$ cat src/rtl/gf_pkg.sv
package gf_pkg;

    localparam int unsigned CH_PER_PORT = 8;
    localparam int unsigned BUS_W       = 32;

    typedef enum logic [1:0] {
        CH_BYPASS = 2'd0,
        CH_IDLE   = 2'd1,
        CH_COUNT  = 2'd2
    } ch_mode_e;

endpackage

$ cat src/rtl/gf_interval_reg.sv
module gf_interval_reg #(
    parameter int unsigned IVL_W = 20,
    parameter int unsigned BUS_W = 32
) (
    input  logic             clk,
    input  logic             rst_n,
    input  logic             wr,
    input  logic [BUS_W-1:0] wdata,
    output logic [IVL_W-1:0] ivl,
    output logic             restart
);

    typedef struct packed {
        logic [IVL_W-1:0] val;
    } ivl_state_t;

    ivl_state_t st_d, st_q;

    always_comb begin
        st_d = st_q;
        if (wr) begin
            st_d.val = wdata[IVL_W-1:0];
        end
    end

    always_ff @(posedge clk or negedge rst_n) begin
        if (!rst_n) begin
            st_q <= '0;
        end else begin
            st_q <= st_d;
        end
    end

    assign ivl     = st_q.val;
    assign restart = wr;

endmodule

$ cat src/rtl/gf_enable_bank.sv
module gf_enable_bank #(
    parameter int unsigned NUM_PORTS = 2,
    parameter int unsigned PORT_W    = 8
) (
    input  logic                        clk,
    input  logic                        rst_n,
    input  logic [NUM_PORTS-1:0]        wr,
    input  logic [PORT_W-1:0]           wdata,
    output logic [NUM_PORTS*PORT_W-1:0] en_vec
);

    typedef struct packed {
        logic [NUM_PORTS-1:0][PORT_W-1:0] bytes;
    } en_state_t;

    en_state_t st_d, st_q;

    always_comb begin
        st_d = st_q;
        for (int p = 0; p < NUM_PORTS; p++) begin
            if (wr[p]) begin
                st_d.bytes[p] = wdata;
            end
        end
    end

    always_ff @(posedge clk or negedge rst_n) begin
        if (!rst_n) begin
            st_q <= '0;
        end else begin
            st_q <= st_d;
        end
    end

    assign en_vec = st_q.bytes;

endmodule

$ cat src/rtl/gf_channel.sv
module gf_channel
    import gf_pkg::*;
#(
    parameter int unsigned CNT_W = 20
) (
    input  logic             clk,
    input  logic             rst_n,
    input  logic             raw,
    input  logic             filt_en,
    input  logic [CNT_W-1:0] ivl,
    input  logic             restart,
    input  logic             tick,
    output logic             filt
);

    typedef struct packed {
        logic             lvl;
        logic [CNT_W-1:0] cnt;
    } ch_state_t;

    ch_state_t st_d, st_q;
    ch_mode_e  mode;

    // Classify the channel for this cycle.
    always_comb begin
        if (!filt_en || ivl == '0) begin
            mode = CH_BYPASS;
        end else if (raw == st_q.lvl || restart) begin
            mode = CH_IDLE;
        end else begin
            mode = CH_COUNT;
        end
    end

    always_comb begin
        st_d = st_q;
        unique case (mode)
            CH_BYPASS: begin
                st_d.lvl = raw;
                st_d.cnt = '0;
            end
            CH_IDLE: begin
                st_d.cnt = '0;
            end
            CH_COUNT: begin
                if (tick) begin
                    if (st_q.cnt >= ivl - CNT_W'(1)) begin
                        st_d.lvl = raw;
                        st_d.cnt = '0;
                    end else begin
                        st_d.cnt = st_q.cnt + CNT_W'(1);
                    end
                end
            end
            default: begin
                st_d = st_q;
            end
        endcase
    end

    always_ff @(posedge clk or negedge rst_n) begin
        if (!rst_n) begin
            st_q <= '0;
        end else begin
            st_q <= st_d;
        end
    end

    assign filt = st_q.lvl;

endmodule

$ cat src/rtl/glitch_filter.sv
module glitch_filter
    import gf_pkg::*;
#(
    parameter int unsigned NUM_PORTS = 2,
    parameter int unsigned IVL_W     = 20
) (
    input  logic                             clk,
    input  logic                             rst_n,
    input  logic                             tick,
    input  logic [NUM_PORTS*CH_PER_PORT-1:0] raw_in,
    input  logic                             ivl_wr,
    input  logic [BUS_W-1:0]                 ivl_wdata,
    input  logic [NUM_PORTS-1:0]             en_wr,
    input  logic [CH_PER_PORT-1:0]           en_wdata,
    output logic [NUM_PORTS*CH_PER_PORT-1:0] filt_out
);

    localparam int unsigned NUM_CH = NUM_PORTS * CH_PER_PORT;

    logic [IVL_W-1:0]  ivl_q;
    logic              restart;
    logic [NUM_CH-1:0] en_vec;

    gf_interval_reg #(
        .IVL_W (IVL_W),
        .BUS_W (BUS_W)
    ) ivl_i (
        .clk     (clk),
        .rst_n   (rst_n),
        .wr      (ivl_wr),
        .wdata   (ivl_wdata),
        .ivl     (ivl_q),
        .restart (restart)
    );

    gf_enable_bank #(
        .NUM_PORTS (NUM_PORTS),
        .PORT_W    (CH_PER_PORT)
    ) en_i (
        .clk    (clk),
        .rst_n  (rst_n),
        .wr     (en_wr),
        .wdata  (en_wdata),
        .en_vec (en_vec)
    );

    for (genvar c = 0; c < NUM_CH; c++) begin : g_ch
        gf_channel #(
            .CNT_W (IVL_W)
        ) ch_i (
            .clk     (clk),
            .rst_n   (rst_n),
            .raw     (raw_in[c]),
            .filt_en (en_vec[c]),
            .ivl     (ivl_q),
            .restart (restart),
            .tick    (tick),
            .filt    (filt_out[c])
        );
    end

endmodule

$ cat config.mk
export PLATFORM = sky130hd
export DESIGN_NAME = glitch_filter
export DESIGN_NICKNAME = d
export VERILOG_FILES = /design/src/rtl/gf_pkg.sv /design/src/rtl/gf_interval_reg.sv /design/src/rtl/gf_enable_bank.sv /design/src/rtl/gf_channel.sv /design/src/rtl/glitch_filter.sv
export SDC_FILE = /design/constraint.sdc
export NUM_CORES = 1
export LEC_CHECK = 0
export BUFFER_PORTS_ARGS = -buffer_cell sky130_fd_sc_hd__buf_2
export CAP_MARGIN = 20
export CORE_ASPECT_RATIO = 1.75
export CORE_MARGIN = 2
export CORE_UTILIZATION = 50
export DETAILED_ROUTE_END_ITERATION = 16
export PLACE_DENSITY = 0.69
export SLEW_MARGIN = 20
export SYNTH_ARGS = -nofsm -noshare
export SYNTH_HDL_FRONTEND = slang
export SYNTH_SLANG_ARGS = --single-unit
$ cat constraint.sdc
create_clock -name clk -period 4.6 [get_ports clk]
set_input_delay 0.46 -clock clk [delete_from_list [all_inputs] [get_ports clk]]
set_output_delay 0.46 -clock clk [all_outputs]
set_load 0.02 [all_outputs]
==> impl_metrics.yaml, run 1 <==
power:
  share_comb_of_total_power: 0.170
  p_clk_frac: 0.413
  power_density_nw_per_um2: 276.0
  intPower_mw: 5.810
  power.ir.vdd_worst_mv: 0.3545
  switching_share: 0.2872
  cellLeakagePower_nw: 13.15
  switchingPower_mw: 2.340
  seq_power_share: 0.417
  total_power_mw: 8.150
global_routing:
  grt_pass1_vias: 23420
  global_route.overflow_total: 0
  track_usage: 0.2738
  maximum_number_of_pins_on_one_net_before_global_route_repair: 123
  grt_antenna_before_repair: 0
  grt_pass1_wl_mm: 120.0
final_layout:
  layout_common_cells: "397 x nand2_1, 372 x dfrtp_1, 306 x ha_1"
  post-route-cell-area_sq_um: 29530
  final_common_cell: "nand2_1"
  area_growth_syn_to_layout_pct: 12.41
  antennaDiodeCount: 0
  finish.net_count: 3397
  share_of_cells_above_drive_strength_1: 0.1155
clock_tree:
  tritoncts.num_buffers: 38
  ctsLongestPathBuffers: 3
  clock_insertion_delay_worst_skew_ps: 560
  ctsRootBufferMaster: "clkbuf_16"
  ctsHtreeMaxLevel: 2
  tritoncts: "done"
  cts.sinks: 372
  clk_pin_slew_ps: 60
synth:
  postSynthRegisterBits: 372
  ys_seq_area_frac: 0.3544
  yosysWarningCount: 0
  postSynth.asyncResetShare: 1.000
  yosys.cell_types.count: 71
  synth-edff-count: 0
  post_synth.cell_area_avg_sq_um: 8.968
  most_used_flip_flop_cell_after_synthesis: "dfrtp_1"
  synth.cell_area_sq_um: 26270
  mappedNetlistNets: 3297
  syn-instance-count: 2929
route:
  wire_per_inst_um: 19.90
  drt_drc_violations_left: 0
  first_iter_violations: 1630
  route.antenna.remaining_nets: 0
  wirelength_mm: 74.31
  detail_route.vias_per_cell: 6.280
  num_vias: 23450
  drtPass1Iterations: 5
floorplanning:
  fp-row-count: 111
  die_outline_area_sq_um: 54460
  design.core.area_sq_um: 52220
  top_level_ports: 78
  die_y_um: 307.2
  starting_density_of_the_core: 0.5030
  die_w_um: 177.3
setup_path:
  timing.critical_path.to_type: "flop"
  cp-startpoint: "ivl_i.ivl[12]"
  endpoint_required_time_on_the_critical_path_ps: 5030
  critical_path.max_fanout: 8
  critical_path_class: "reg2reg"
  reg2reg_from: "ivl_i.ivl[12]"
  crit_arrival_ps: 4880
  start_kind: "flop"
placed_design:
  port-buffer-count: 65
  gp_congestion: 0.8977
  detailedPlacementHpwl_mm: 51.95
  placed_area_sq_um: 27970
hold_path:
  hp-start: "ivl_wdata[0]"
  worstHoldPathType: "in2reg"
timing:
  final.period_utilization: 0.9675
  tightest_slew_ps: 1066
  report.final.setup_viol: 0
  maxClockFrequency_mhz: 224.7
  clock_skew_ps: 25.40
  slew_headroom: 0.2860
  timing_hold_violations_final: 0
  finalWorstPathRequiredPeriod_ps: 4450
  maxSlewViolCount: 0
run:
  max_cap_violations: 0
outcome:
  status: "finished clean"
## per-stage QoR
stage | cells | setup WS [ps] | setup TNS (ps) | util | hold slack, ps
2_1_floorplan | 2929 | 67.87 | 0 | - | 164.4
6_report | 3734 | 149.5 | 0 | 0.5654 | 130.4
3_3_place_gp | 3659 | 141.2 | 0 | 0.5355 | 501.9
5_1_grt | 3734 | -59.53 | -219.9 | 0.5654 | 124.9
3_5_place_dp | 3659 | -20.97 | -20.97 | 0.5356 | 509.0
4_1_cts | 3727 | 3.987 | 0 | 0.5611 | 109.4
## state kept, by name, summed over array words and instances, names as in the netlist
signal	cells
en_i.en_vec	16
g_ch.ch_i.filt	16
g_ch.ch_i.st_q	320
ivl_i.ivl	20
## path summary, 6_finish.rpt
kind                                         end  slack [ps]  cells past startpoint
setup reg to reg               g_ch[9].ch_i.filt         150                     15
hold / removal                      ivl_i.ivl[0]         130                      3
hold reg to reg            g_ch[12].ch_i.st_q[8]         520                      1
max in group asynchronous   g_ch[4].ch_i.st_q[5]        2890                      3
setup / recovery               g_ch[9].ch_i.filt         150                     15
min in group asynchronous   g_ch[8].ch_i.st_q[8]         510                      2
## power by group through the flow
stage	sequential [mW]	clock (mW)	combinational (mW)
2_1_floorplan	3.44	0	0.737
6_report	3.40	3.37	1.38
3_3_place_gp	3.45	0	1.29
3_5_place_dp	3.46	0	1.34
4_1_cts	3.40	3.42	1.35
5_1_grt	3.41	3.55	1.51
## metal layers
layer / routed length (um) / global-route usage / part of all wire
met1: 29870 / 0.3306 / 0.40
met2: 36770 / 0.4738 / 0.49
met3: 3515 / 0.03543 / 0.047
met4: 4158 / 0.1414 / 0.056
met5: 0 / 0 / 0
## layout make-up
cell class                 instances  area (sq um)
fill                            4699         22690
multi-input combinational       2382         16410
sequential                       372          9309
timing repair buffer             168          1391
clock buffer                      58          1140
tap                              678         848.3
inverter                          67         251.5
clock inverter                     9         172.7
## Yosys cell counts, types with 26 or more instances
cell      count  share of area
nand2_1     398          0.057
dfrtp_1     372           0.35
ha_1        306           0.15
nand3_1     269          0.051
o21ai_0     164          0.031
a21oi_1     160          0.030
nor2_1      152          0.022
and3_1      106          0.025
o311ai_0     79          0.026
a31oi_1      73          0.017
inv_1        67         0.0096
clkbuf_1     57         0.0081
mux2_2       53          0.023
a21o_1       45          0.013
mux2i_1      45          0.017
a22o_1       39          0.013
or3_1        39         0.0093
xor2_1       37          0.012
a211oi_1     33         0.0094
nor3_1       32         0.0061
nor4_1       31         0.0074
xnor2_1      27         0.0090
buf_4        26         0.0074
nand2b_1     26         0.0062
## critical path, cell delays in order (launching register included)
cell,delay (ps)
dfrtp_1,380
or4_4,560
or3_4,360
buf_4,170
nor2_2,120
xnor2_2,140
buf_12,190
ha_1,300
nand3_1,120
or4_1,540
o21ai_1,170
maj3_1,240
o211a_1,220
nor2_1,90
o211ai_1,340
mux2_2,380
## repair_timing
action | CTS | global route
gates resized for setup | 1 | 27
hold buffers | 1 | 0
gates cloned | 0 | 2
setup buffers | 0 | 5
hold endpoints to repair | 81 | 0
pin swaps | 0 | 5
setup endpoints to repair | 2 | 211
## logic make-up (layout without fill, tap and decap cells)
| family | after synthesis | count (layout) | share of synthesized area |
|---|---|---|---|
| buffers and inverters | 175 | 302 | 0.03120 |
| AOI/OAI and AO/OA | 713 | 713 | 0.1798 |
| xor gates and xnor gates | 64 | 64 | 0.02134 |
| and+or+nand+nor | 1195 | 1195 | 0.2253 |
| muxes | 98 | 98 | 0.03987 |
| adders and majority gates | 312 | 312 | 0.1481 |
| DFF | 372 | 372 | 0.3544 |
No activity file was read; power rests on OpenSTA's default activity.
==> run 2, diff against run 1 <==
Settings changed: SETUP_SLACK_MARGIN from default to 0.4.
==> run 2 against run 1 <==
Compared with the run above: core utilization increased by 5.4 points; worst setup slack improved by 45 ps; total power grew 6.2%; design area up 9.5%; fmax increased by 1.0%; sequential cell count is the same; sequential power hardly changed; worst hold slack worse by 9.8 ps; critical path type unchanged; critical endpoint is now g_ch[2].ch_i.st_q[6].
==> impl_metrics.yaml, run 2 (synthesis gave the netlist of run 1 again) <==
final_layout:
  share_of_cells_above_drive_strength_1: 0.2025
  antennaDiodeCount: 0
  finish.net_count: 3509
  largest_register_ffs: 320
  final_common_cell: "nand2_1"
  largest-register: "g_ch.ch_i.st_q"
  post-route-cell-area_sq_um: 32330
  layout_common_cells: "388 x nand2_1, 367 x dfrtp_1, 281 x ha_1"
  area_growth_syn_to_layout_pct: 23.07
setup_path:
  number_of_cells_on_the_worst_reg_to_reg_path: 9
  worst-r2r-setup-slack_ps: 190
  delay_of_the_slowest_cell_on_the_worst_path_ps: 760
  critical_path.slowest_cell: "nor3_1"
  reg2reg_from: "ivl_i.ivl[11]"
  start_kind: "flop"
  timing.critical_path.to_type: "flop"
  critical_path_class: "reg2reg"
  crit_arrival_ps: 4860
  critical_path.reg2reg.endpoint: "g_ch[2].ch_i.st_q[6]"
  timing.critical_path.buf_inv: 1
  crit_chain: "or4_4 -> or3_4 -> buf_4 -> nor4_1 -> xnor2_2 -> ha_1 -> nor3_1 -> nand3_4 -> o311ai_0"
  critical_path.max_fanout: 10
  worst_path_dominant_cell_family: "simple AND/OR/NAND/NOR gates"
  endpoint_required_time_on_the_critical_path_ps: 5050
global_routing:
  global_route.usage.met1: 0.3354
  grt_pass1_wl_mm: 126.8
  busiest_layer: "met2"
  globalRouteMet2Util: 0.5175
  grt_antenna_before_repair: 0
  maximum_number_of_pins_on_one_net_before_global_route_repair: 91
  grt_pass1_vias: 24380
  global_route.overflow_total: 0
  met3_capacity_usage_during_global_routing: 0.04000
  track_usage: 0.2937
timing:
  grt_setup_unrepaired: "yes"
  maxClockFrequency_mhz: 227.0
  tightest_slew_ps: 1147
  report.final.setup_viol: 0
  postLayoutSetupSlackWorst_ps: 195.0
  finalWorstPathRequiredPeriod_ps: 4405
  maxSlewViolCount: 0
  clock_skew_ps: 29.72
  final.period_utilization: 0.9576
  timing_hold_violations_final: 0
  final.hold.worst_slack_ps: 120.5
  slew_headroom: 0.2315
floorplanning:
  starting_density_of_the_core: 0.5030
  die_outline_area_sq_um: 54460
  design.core.area_sq_um: 52220
  fp-row-count: 111
  die_y_um: 307.2
  top_level_ports: 78
  die_w_um: 177.3
clock_tree:
  ctsHtreeMaxLevel: 2
  cts.sinks: 372
  clk_pin_slew_ps: 70
  tritoncts.num_buffers: 39
  tritoncts: "done"
  ctsRootBufferMaster: "clkbuf_16"
  ctsLongestPathBuffers: 3
  clock_insertion_delay_worst_skew_ps: 590
hold_path:
  hp-start: "ivl_wdata[0]"
  holdPathStages: 3
  min_to: "ivl_i.ivl[0]"
  worstHoldPathType: "in2reg"
route:
  detail_route.vias_per_cell: 6.475
  num_vias: 24920
  route.antenna.remaining_nets: 0
  wire_per_inst_um: 22.10
  drt_drc_violations_left: 0
  wirelength_mm: 85.07
  first_iter_violations: 1897
  drtPass1Iterations: 6
placed_design:
  port-buffer-count: 65
  post-place-ws_ps: -127.2
  detailedPlacementHpwl_mm: 54.43
  gp_congestion: 0.8769
  placed_area_sq_um: 28010
power:
  power.ir.vdd_worst_mv: 0.3253
  total_power_mw: 8.652
  cellLeakagePower_nw: 14.12
  power_density_nw_per_um2: 267.6
run:
  max_cap_violations: 0
outcome:
  status: "finished clean"
==> run 2: cell types whose count changed in the layout (fill, tap and decap cells not counted), sizes merged <==
cell | before | now
nand3 | 270 | 272
inv | 67 | 71
bufinv | 5 | 6
buf | 165 | 266
bufbuf | 0 | 2
clkinv | 3 | 4
clkbuf | 60 | 64
==> run 2: layout make-up <==
type,instances,area [sq um]
inverters,67,251.5
flip-flops and latches,372,9315
well taps,678,848.3
clock buffers,56,1140
clock inverters,15,246.5
multi-input cells,2384,17760
repair buffers,277,2763
fillers,4315,19890
==> run 2: worst max path at each step <==
stage | startpoint | slack [ps] | depth (start not counted) | endpoint
2_1_floorplan | ivl_i.ivl[0] | 400 | 16 | g_ch[13].ch_i.st_q[6]
3_3_place_gp | ivl_i.ivl[8] | 70 | 15 | g_ch[2].ch_i.st_q[5]
3_5_place_dp | ivl_i.ivl[8] | -130 | 15 | g_ch[2].ch_i.st_q[12]
4_1_cts | ivl_i.ivl[12] | 310 | 15 | g_ch[11].ch_i.st_q[11]
5_1_grt | ivl_i.ivl[11] | -20 | 9 | g_ch[2].ch_i.st_q[16]
6_report | ivl_i.ivl[11] | 190 | 9 | g_ch[2].ch_i.st_q[6]
==> run 2: report_power, final <==
part / leakage [nW] / internal, mW / switching (mW) / total (mW)
registers: 5.07 / 3.33 / 0.0799 / 3.41
clock network: 0.680 / 2.07 / 1.47 / 3.54
logic: 8.37 / 0.660 / 1.03 / 1.69
total: 14.1 / 6.06 / 2.59 / 8.65
==> run 2: repair_timing <==
| item | in CTS | in global routing |
|---|---|---|
| hold endpoints to repair | 84 | 0 |
| pin swaps | 25 | 97 |
| gates cloned | 8 | 26 |
| hold buffers | 1 | 0 |
| endpoints found under the setup margin | 295 | 313 |
| gates resized for setup | 76 | 319 |
| buffers inserted | 35 | 46 |
==> run 2: stage by stage <==
stage | cells | util | TNS (ps)
floorplan | 2929 | - | 0
global placement | 3661 | 0.5361 | 0
detailed placement | 3662 | 0.5363 | -782.0
CTS | 3777 | 0.5779 | 0
global route | 3849 | 0.6191 | -49.52
finish | 3849 | 0.6191 | 0
==> run 2: worst register-to-register path, cell delays in order, from the launching register on <==
cell      delay, ps
dfrtp_1         380
or4_4           540
or3_4           380
buf_4           170
nor4_1          470
xnor2_2         460
ha_1            360
nor3_1          760
nand3_4         350
o311ai_0        420
==> run 2: metal layers <==
layer  wire length (um)  vias up
met4               6013        0
met2              42270      896
li1                   -    11430
met3               5425      326
met5                  0        -
met1              31360    12280
==> run 3, diff against run 2 <==
Settings changed: PLACE_DENSITY 0.69 to 0.66.
Clock period 4.6 ns to 4.3 ns, I/O delays scaled along.
==> run 3 against run 2 <==
Compared with the run above: the run now ends with negative setup slack left; sequential power increased by 7.0%; via count up 1.2%; die area did not move; total power rose by 3.8%; core utilization rose by 3.3 points; design area rose by 5.3%; worst hold slack got worse by 11 ps; sequential cell count unchanged; first-iteration DRC count down 2.8%; register-to-register slack got worse by 270 ps; fmax grew 0.64%; clock skew fell by 15 ps; critical path type unchanged; highest routed layer unchanged.
==> impl_metrics.yaml, run 3 (synthesis gave the netlist of run 1 again) <==
final_layout:
  final_common_cell: "nand2_1"
  fill_cells: 4159
  area_growth_syn_to_layout_pct: 29.55
  share_of_cells_above_drive_strength_1: 0.2645
  post-route-cell-area_sq_um: 34030
  largest_register_ffs: 320
  final_cells: 3904
  layout_common_cells: "385 x nand2_1, 370 x dfrtp_1, 271 x ha_1"
  finish.net_count: 3565
  largest-register: "g_ch.ch_i.st_q"
placed_design:
  port-buffer-count: 65
  placed_area_sq_um: 28690
  place.detailed.instances: 3696
  gp_congestion: 0.8936
  detailedPlacementHpwl_mm: 56.86
timing:
  clock_skew_ps: 15.18
  maxSlewViolCount: 0
  timing_hold_violations_final: 0
  grt_setup_unrepaired: "yes"
  report.final.setup_viol: 15
  postLayoutSetupSlackWorst_ps: -77.11
  tightest_slew_ps: 1225
  maxClockFrequency_mhz: 228.5
  final.period_utilization: 1.018
  slew_headroom: 0.1795
  final.hold.worst_slack_ps: 109.6
  finalWorstPathRequiredPeriod_ps: 4377
outcome:
  status: "finished with violations"
  violations: "negative setup slack"
route:
  drt_drc_violations_left: 0
  wirelength_mm: 87.50
  num_vias: 25220
  route.antenna.remaining_nets: 0
  detail_route.vias_per_cell: 6.460
  first_iter_violations: 1844
  drtPass1Iterations: 7
  wire_per_inst_um: 22.41
clock_tree:
  tritoncts.num_buffers: 40
  tritoncts: "done"
  cts.sinks: 372
  clk_pin_slew_ps: 70
  ctsLongestPathBuffers: 3
  clock_insertion_delay_worst_skew_ps: 570
  ctsHtreeMaxLevel: 2
  ctsRootBufferMaster: "clkbuf_16"
power:
  total_power_mw: 8.980
  switchingPower_mw: 2.776
  p_clk_frac: 0.377
  switching_share: 0.3092
  cellLeakagePower_nw: 14.54
  power.ir.vdd_worst_mv: 0.2523
  share_comb_of_total_power: 0.217
  seq_power_share: 0.406
  power_density_nw_per_um2: 263.9
  intPower_mw: 6.204
global_routing:
  maximum_number_of_pins_on_one_net_before_global_route_repair: 101
  global_route.overflow_total: 0
  grt_pass1_vias: 24290
  track_usage: 0.2948
  grt_antenna_before_repair: 1
  grt_pass1_wl_mm: 127.1
hold_path:
  worstHoldPathType: "in2reg"
  hp-start: "ivl_wdata[4]"
setup_path:
  timing.critical_path.to_type: "flop"
  reg2reg_from: "ivl_i.ivl[12]"
  critical_path.max_fanout: 4
  start_kind: "flop"
  endpoint_required_time_on_the_critical_path_ps: 4780
  critical_path_class: "reg2reg"
  cp-startpoint: "ivl_i.ivl[12]"
  crit_arrival_ps: 4860
floorplanning:
  fp-row-count: 111
  die_outline_area_sq_um: 54460
  starting_density_of_the_core: 0.5030
  die_w_um: 177.3
  design.core.area_sq_um: 52220
  top_level_ports: 78
  die_y_um: 307.2
run:
  max_cap_violations: 0
-- run 3: per-stage QoR --
step,setup TNS [ps],setup WS (ps),util
detailed placement,-740.8,-124.4,0.5493
global route,-7078,-180.4,0.6516
finish,-356.7,-77.11,0.6516
floorplan,0,227.1,-
CTS,0,39.98,0.5848
global placement,-39.79,-39.79,0.5492
-- run 3: power by group through the flow --
| stage | Clock [mW] | Combinational (mW) | Sequential (mW) |
|---|---|---|---|
| global placement | 0 | 1.47 | 3.70 |
| global route | 3.57 | 2.07 | 3.65 |
| finish | 3.38 | 1.95 | 3.65 |
| floorplan | 0 | 0.837 | 3.69 |
| detailed placement | 0 | 1.52 | 3.71 |
| CTS | 3.44 | 1.60 | 3.64 |
-- run 3: final cells by class --
type | count | area, sq um | share of cell area
Antenna cell | 1 | 2.502 | 0.00007354
Tap cell | 678 | 848.3 | 0.02493
Clock inverter | 13 | 80.08 | 0.002353
Timing Repair Buffer | 332 | 3354 | 0.09858
Sequential cell | 372 | 9311 | 0.2736
Clock buffer | 57 | 1136 | 0.03339
Inverter | 67 | 259.0 | 0.007611
Multi-Input combinational cell | 2384 | 19040 | 0.5594
-- run 3: per-layer routing --
layer | vias to the layer above | share of wire | GRT usage
li1 | 11510 | - | -
met1 | 12420 | 0.37 | 0.3369
met4 | 0 | 0.072 | 0.1754
met5 | - | 0 | 0
met2 | 956 | 0.50 | 0.5223
met3 | 335 | 0.057 | 0.03593
-- run 3: path summary, 6_finish.rpt --
kind / cells after the start / end / slack (ps)
min reg2reg: 1 / g_ch[11].ch_i.st_q[4] / 530
min: 2 / ivl_i.ivl[4] / 110
min in group asynchronous: 2 / g_ch[15].ch_i.st_q[3] / 440
max reg2reg: 20 / g_ch[8].ch_i.st_q[11] / -80
max in group asynchronous: 3 / g_ch[2].ch_i.st_q[12] / 2730
max: 20 / g_ch[8].ch_i.st_q[11] / -80
-- run 3: critical path, stage by stage, from the launching register on --
cell and delay [ps]:
dfrtp_1 390, or4_4 560, or3_4 390, nor3_4 230, xnor2_4 130, buf_12 140
buf_12 120, buf_6 110, ha_4 220, nand3_4 80, nor2_4 50, a211oi_2 250
o21ai_2 90, maj3_2 330, o211a_4 250, nor4_4 270, buf_6 190, buf_12 120
clkbuf_16 140, nand2_1 60, mux2i_1 170
-- run 3: repair_timing --
action	in CTS	in global routing
endpoints found under the setup margin	332	336
setup buffers	27	77
pin swaps	23	141
resized for setup	49	500
endpoints found under the hold margin	85	0
gates cloned	6	25
hold buffers	1	0
